### config.mk
export PLATFORM = sky130hd
export DESIGN_NAME = pf_confirm_filter
export DESIGN_NICKNAME = d
export VERILOG_FILES = /design/src/rtl/pcf_pkg.sv /design/src/rtl/pcf_flag_array.sv /design/src/rtl/pcf_out_stage.sv /design/src/rtl/pf_confirm_filter.sv
export SDC_FILE = /design/constraint.sdc
export NUM_CORES = 1
export LEC_CHECK = 0
export ABC_AREA = 1
export BUFFER_PORTS_ARGS = -buffer_cell sky130_fd_sc_hd__buf_4
export CAP_MARGIN = 20
export CORE_ASPECT_RATIO = 1.5
export CORE_UTILIZATION = 65
export DETAILED_ROUTE_END_ITERATION = 10
export PLACE_DENSITY = 0.83
export SYNTH_ARGS = -nofsm -noshare
export SYNTH_HDL_FRONTEND = slang
export SYNTH_SLANG_ARGS = --single-unit
### constraint.sdc
create_clock -name clk -period 3.34 [get_ports clk]
set_input_delay 0.334 -clock clk [delete_from_list [all_inputs] [get_ports clk]]
set_output_delay 0.334 -clock clk [all_outputs]
set_load 0.02 [all_outputs]
### src/rtl/pcf_pkg.sv
package pcf_pkg;

  typedef enum logic [1:0] {
    VD_FORWARD  = 2'd0,
    VD_SQUASH   = 2'd1,
    VD_RESIDENT = 2'd2
  } verdict_e;

endpackage

### src/rtl/pcf_flag_array.sv
module pcf_flag_array #(
  parameter int LINE_AW = 8
) (
  input  logic               clk,
  input  logic               rst_n,
  input  logic               flush_i,
  input  logic               set_v_i,
  input  logic [LINE_AW-1:0] set_line_i,
  input  logic               clr_v_i,
  input  logic [LINE_AW-1:0] clr_line_i,
  input  logic [LINE_AW-1:0] rd_line_i,
  output logic               rd_flag_o
);
  localparam int NLINES = 1 << LINE_AW;

  logic [NLINES-1:0] flags;

  for (genvar g = 0; g < NLINES; g++) begin : g_cell
    logic hit_set, hit_clr;
    assign hit_set = set_v_i && (set_line_i == LINE_AW'(g));
    assign hit_clr = clr_v_i && (clr_line_i == LINE_AW'(g));
    always_ff @(posedge clk or negedge rst_n) begin
      if (!rst_n)       flags[g] <= 1'b1;
      else if (flush_i) flags[g] <= 1'b1;
      else if (hit_set) flags[g] <= 1'b1;
      else if (hit_clr) flags[g] <= 1'b0;
    end
  end

  assign rd_flag_o = flags[rd_line_i];

  AST_SET_BEATS_CLEAR: assert property (@(posedge clk) disable iff (!rst_n)
    set_v_i && clr_v_i && (set_line_i == clr_line_i) |=> flags[$past(set_line_i)]);
  AST_UNUSED_CLEARS: assert property (@(posedge clk) disable iff (!rst_n)
    clr_v_i && !flush_i && !(set_v_i && set_line_i == clr_line_i) |=> !flags[$past(clr_line_i)]);
  AST_MISS_SETS: assert property (@(posedge clk) disable iff (!rst_n)
    set_v_i |=> flags[$past(set_line_i)]);
  AST_FLUSH_ALL: assert property (@(posedge clk) disable iff (!rst_n)
    flush_i |=> (&flags));

endmodule

### src/rtl/pcf_out_stage.sv
module pcf_out_stage #(
  parameter int W = 8
) (
  input  logic         clk,
  input  logic         rst_n,
  input  logic         load_i,
  input  logic         keep_i,
  input  logic [W-1:0] load_data_i,
  output logic         in_ready_o,
  output logic         out_valid_o,
  input  logic         out_ready_i,
  output logic [W-1:0] out_data_o
);
  assign in_ready_o = !out_valid_o || out_ready_i;

  always_ff @(posedge clk or negedge rst_n) begin
    if (!rst_n) begin
      out_valid_o <= 1'b0;
      out_data_o  <= '0;
    end else begin
      if (in_ready_o) out_valid_o <= load_i && keep_i;
      if (in_ready_o && load_i && keep_i) out_data_o <= load_data_i;
    end
  end

  AST_HOLD_UNDER_STALL: assert property (@(posedge clk) disable iff (!rst_n)
    out_valid_o && !out_ready_i |=> out_valid_o && $stable(out_data_o));

endmodule

### src/rtl/pf_confirm_filter.sv
module pf_confirm_filter
  import pcf_pkg::*;
#(
  parameter int LINE_AW = 8
) (
  input  logic               clk,
  input  logic               rst_n,
  input  logic               flush_i,
  input  logic               req_valid_i,
  output logic               req_ready_o,
  input  logic [LINE_AW-1:0] req_line_i,
  input  logic               req_in_l1_i,
  input  logic               dmiss_valid_i,
  input  logic [LINE_AW-1:0] dmiss_line_i,
  input  logic               evict_unused_valid_i,
  input  logic [LINE_AW-1:0] evict_unused_line_i,
  output logic               pf_valid_o,
  input  logic               pf_ready_i,
  output logic [LINE_AW-1:0] pf_line_o
);
  logic     line_flag;
  verdict_e verdict;
  logic     accept;

  pcf_flag_array #(.LINE_AW(LINE_AW)) u_flags (
    .clk        (clk),
    .rst_n      (rst_n),
    .flush_i    (flush_i),
    .set_v_i    (dmiss_valid_i),
    .set_line_i (dmiss_line_i),
    .clr_v_i    (evict_unused_valid_i),
    .clr_line_i (evict_unused_line_i),
    .rd_line_i  (req_line_i),
    .rd_flag_o  (line_flag)
  );

  always_comb begin
    if (req_in_l1_i)     verdict = VD_RESIDENT;
    else if (!line_flag) verdict = VD_SQUASH;
    else                 verdict = VD_FORWARD;
  end

  assign accept = req_valid_i && req_ready_o;

  pcf_out_stage #(.W(LINE_AW)) u_out (
    .clk         (clk),
    .rst_n       (rst_n),
    .load_i      (req_valid_i),
    .keep_i      (verdict == VD_FORWARD),
    .load_data_i (req_line_i),
    .in_ready_o  (req_ready_o),
    .out_valid_o (pf_valid_o),
    .out_ready_i (pf_ready_i),
    .out_data_o  (pf_line_o)
  );

  AST_SQUASH_COLD: assert property (@(posedge clk) disable iff (!rst_n)
    accept && !line_flag |=> !pf_valid_o);
  AST_DROP_RESIDENT: assert property (@(posedge clk) disable iff (!rst_n)
    accept && req_in_l1_i |=> !pf_valid_o);
  AST_FORWARD_NEXT: assert property (@(posedge clk) disable iff (!rst_n)
    accept && !req_in_l1_i && line_flag |=> pf_valid_o && pf_line_o == $past(req_line_i));

endmodule

After elaboration in Yosys (flattened, before gate mapping)

Cells that the tools add are included.

Bits in registers: 265
Bits of input ports: 32
Output and inout port bits: 10
Logic and storage cells: 2317

Magnitude comparators: 1
Eq/ne operators: 510
Mux-type cells: 772
Reductions and logical operators: 776

Operator list:

| operator             | number |
|---|---|
| $eq A8 B8 Y1 const B | 256 |
| $eq A8 B7 Y1 const B | 128 |
| $mux W1              | 770 |
| $reduce_bool A3 Y1   | 256 |
| $logic_and A1 B1 Y1  | 515 |
| $eq A8 B6 Y1 const B | 64 |
| $eq A8 B5 Y1 const B | 32 |
| $eq A8 B4 Y1 const B | 16 |
| $eq A8 B3 Y1 const B | 8 |
| $eq A8 B2 Y1 const B | 4 |
| $eq A8 B1 Y1 const B | 2 |
| $logic_not A8 Y1     | 2 |
| $lt A8 B9 Y1 const B | 1 |
| $bmux W1 S8          | 1 |
| $logic_not A2 Y1     | 1 |
| $mux W2              | 1 |
| $logic_not A1 Y1     | 1 |
| $logic_or A1 B1 Y1   | 1 |

Logic depth before layout (Yosys ltp)

Depth after elaboration: 6
Depth in mapped cells: 16
Mapped depth without buffers: 14

By module

Synthesis repeated with hierarchy kept, for this count alone.

Cells, all modules: 1870
Area total of the unflattened synthesis: 14352.5 µm²

By module, submodules not included:

| module            | instances | cells each | area an instance (µm²) | sequential area each (µm²) |
|---|---|---|---|---|
| pcf_flag_array    | 1         | 1828       | 13963.4                | 6726.5 |
| pcf_out_stage     | 1         | 40         | 379.1                  | 225.2 |
| pf_confirm_filter | 1         | 2          | 10.0                   | 0.0 |

Worst setup path before layout

No wires, ideal clock.

Path type: input port to flip-flop
From: input port req_line_i[2]
To: register u_out.out_data_o[0]
Setup time: 0.118 ns
Data arrival time: 1.663 ns
Required time: 3.222 ns
Path slack: 1.560 ns
Cell stages on the path: 14
Buffers on the path: 2
Cells stage by stage: buf_2 -> inv_1 -> clkbuf_1 -> nand3_1 -> nand3_1 -> nand2_1 -> nand2_1 -> nand3_1 -> nand3_1 -> nand3_2 -> nand2_4 -> nand2_2 -> nand2_1 -> nand2_1

Cells in the longest elaborated chain, start to end: 6

RTL lines:

| what                          | RTL line                | RTL |
|---|---|---|
| from (decl)                   | pf_confirm_filter.sv:11 | `input logic [LINE_AW-1:0] req_line_i,` |
| $bmux W1 S8                   | pcf_flag_array.sv:30    | `assign rd_flag_o = flags[rd_line_i];` |
| $mux W1 (implied by the code) | pcf_flag_array.sv:30    |  |
| $mux W1                       | pf_confirm_filter.sv:39 | `else if (!line_flag) verdict = VD_SQUASH;` |
| $mux W2                       | pf_confirm_filter.sv:38 | `if (req_in_l1_i) verdict = VD_RESIDENT;` |
| $logic_not A2 Y1              | pf_confirm_filter.sv:49 | `.keep_i (verdict == VD_FORWARD),` |
| $logic_and A1 B1 Y1           | pcf_out_stage.sv:22     | `if (in_ready_o && load_i && keep_i) out_data_o <= load_data_i;` |
| to (signal assigned)          | pcf_out_stage.sv:22     |  |
| to (decl)                     | pcf_out_stage.sv:12     | `output logic [W-1:0] out_data_o` |

Every way passes these cells. The select of a mux whose other input is x is not followed.
A chain may end at the register's enable or synchronous reset.

Final worst setup path

From: input port req_line_i[2]
To: register u_out.out_data_o[1]

Same word-level chain as after synthesis.

==> metrics.txt <==
first-pass GRT wire length just under 80000 um; Die Y 182 um; met1 Use GR a little under three fifths; crit-path cells buf_4, inv_1, buf_4, nand3_1, nand3_1, nand3_1, nand2_1, nand2_1, nand3_1, nand3_2, nand2_4, nand2_2, nand2_1, nand2_1; Synth Area in Simple Gates between 20% and 30%; clock share of power a little over two fifths; Worst-Skew Late Latency around 540 ps; Max Cap Violations 0; max incr delay on CP approximately 520 ps; r2r setup slk between 1000 and 1500 ps; First DRT Iteration DRCs 1805; routed length per placed instance around 25 um; placed instance count 1965; largest cells by area after synthesis dfstp_2, nand2_1, o211ai_1, nand3_1, o21ai_0; CTS tree yes; measured slew at the worst slew-check pin ~1000 ps; Post-DP HPWL 32700 um; most frequent cells in the layout nand2_1, nand3_1, dfstp_2; layout cells sized above 1 between 20% and 30%; worst setup margin about 1000 ps; Synth Net Count roughly 1800; Synth Area in Compound Gates between 20% and 30%; CTS H-tree depth 1; Die W between 100 and 150 um; slowest CP cell inv_1; CP Capture Type flip-flop; clock buffer depth 3; Avg Vias per Cell slightly below 7; syn avg cell area around 8.0 sq um; sequential share of power 46.4%; Initial Utilization about two thirds; Synth Flop Type dfstp_2; most common cell after layout, fill and taps aside nand2_1; Worst Setup Start Kind input port; Clock Skews roughly 6.7 ps; yosys warns 0; Vias between 10000 and 15000; I/O Buffers 41; post-CTS setup buffers 0; remaining antenna violation count 0; Synth Area in Adders 0%; sequential fraction of the synthesis area around half; Final Critical Period 2340 ps; Post-Place Setup Slack just under 600 ps; multiplexer share of the synthesized area 0%; Logic pwr share 11.7%; core area between 0.02 and 0.025 sq mm; synthesized cell area around 0.014 sq mm; Worst EP required 3770 ps; number of gates resized after cts 0; Placer Congestion 1.03; main combinational cell family by area after synthesis simple AND/OR/NAND/NOR gates; Psw between 0.0015 and 0.002 W; grt peak-use layer met2; grt met3 use 6.69%; post-synth top area share between 40% and 50%; final period utilization 70.0%; Cell variety after synth 22; maximum vdd drop just under 0.0004 V; CP Max Fanout 34; Top Ports 42; Yosys reg bits between 200 and 300; crit path DAT between 2000 and 3000 ps; Post-Layout Cell Count between 2000 and 2500; cells after synthesis 1755; Slew Limit Fails 0; pin count of the biggest net entering global routing between 100 and 150; diode count 0; Overflow after GRT 0; Final Hold Fails 0; Internal ~0.0052 W; sw frac 27.0%; clk sink count between 200 and 300; ys async rst share 100%; pwr/cell area 462 mW/mm^2; die area between 0.02 and 0.025 sq mm; Max-slew headroom between 20% and 30%; drt total wl roughly 50000 um; LEAKAGE 6.15 nW; FMAX around 430 MHz; cell taking the most area after synthesis dfstp_2; M2 GR Usage between 70% and 80%; initial antenna violation count 0; RSZ-0062 raised after global routing no; Setup-failing EPs final 0; outcome completed; WS Path Type in -> reg; Post-synth EDFFs 0; Core Rows 65; Area Growth Syn to Fin 8.58%; first drt pass iteration count 6; Hold Crit Class in -> reg; clk slew on worst S/H paths about 60 ps; Fin Setup TNS 0 ps; number of remaining DRC errors 0; Fillers about 1700; GRT Util Overall 45.9%; CTS Buf Count 26; root buffer cell clkbuf_16; Synth Area in XOR/XNOR 0%; NumNets Final 1758; number of global-route vias before repair between 10000 and 15000
layout make-up:
type	instances	area [sq um]	share of cell area, %
Multi-Input combinational cell	1268	6230	40.7
Clock buffer	39	791	5.16
Clock inverter	7	65.1	0.425
Tap cell	268	335	2.19
Inverter	102	390	2.55
Timing Repair Buffer	63	558	3.64
Sequential cell	265	6950	45.4
flip-flops by register name, summed over array words and instances, names as in the netlist:
| signal | flops |
|---|---|
| u_out.out_valid_o | 1 |
| u_out.out_data_o | 8 |
| u_flags.flags | 256 |
per-stage QoR:
step	utilization (%)	power (W)	hold slack, ps	cell area, sq um
6_report	72.5	0.00709	81.7	15300
5_1_grt	72.5	0.00728	94.5	15300
4_1_cts	72.5	0.00705	84.4	15300
3_5_place_dp	68.4	0.00413	461	14500
3_3_place_gp	68.4	0.00412	461	14500
2_1_floorplan	-	0.00379	38.4	14100
synthesized netlist by cell type (2+ instances only):
cell type,instances
nand2_1,411
nand3_1,291
dfstp_2,256
o21ai_0,255
o211ai_1,195
inv_1,90
nor2_1,87
clkbuf_1,73
buf_2,22
a21oi_1,20
buf_4,16
clkinv_1,10
dfrtp_1,9
buf_1,8
nor3_1,3
inv_2,2
nand3_2,2
repair_timing:
| action | in CTS | in global routing |
|---|---|---|
| hold endpoints to repair | 9 | 0 |
| hold buffers | 1 | 0 |
| setup endpoints to repair | 0 | 0 |
metal layers:
metal / wire length (um) / part of all wire, % / vias to the layer above
li1: - / - / 6024
met1: 17100 / 34 / 6610
met2: 23000 / 46 / 968
met3: 4650 / 9.4 / 302
met4: 4830 / 9.8 / 0
met5: 0 / 0 / -
worst paths after layout:
kind	from	to	cells past startpoint
max	req_line_i[2]	u_out.out_data_o[1]$_DFFE_PN0P_	14
min	req_line_i[7]	u_out.out_data_o[7]$_DFFE_PN0P_	3
max reg2reg	u_flags.flags[246]$_DFFE_PN1P_	u_out.out_data_o[1]$_DFFE_PN0P_	13
min reg2reg	u_out.out_data_o[6]$_DFFE_PN0P_	u_out.out_data_o[6]$_DFFE_PN0P_	2
max in group asynchronous	rst_n	u_flags.flags[27]$_DFFE_PN1P_	3
min in group asynchronous	rst_n	u_out.out_data_o[4]$_DFFE_PN0P_	2
critical path: cells and delay by family:
| kind | cells | cell delay, ps |
|---|---|---|
| AND/OR/NAND/NOR | 11 | 1240 |
| buffers and inverters | 3 | 1160 |
logic make-up after synthesis:
logic type	Yosys count
buffers and inverters	222
AO/OA/AOI/OAI	471
flip-flops	265
AND/OR/NAND/NOR	797
power by group through the flow:
| stage | registers, W | logic (W) | clock network [W] |
|---|---|---|---|
| detailed placement | 0.00333 | 0.000798 | 0 |
| floorplan | 0.00336 | 0.000426 | 0 |
| global placement | 0.00333 | 0.000790 | 0 |
| CTS | 0.00329 | 0.000803 | 0.00296 |
| finish | 0.00329 | 0.000829 | 0.00297 |
| global route | 0.00329 | 0.000890 | 0.00310 |
No activity file was read; power rests on OpenSTA's default activity.
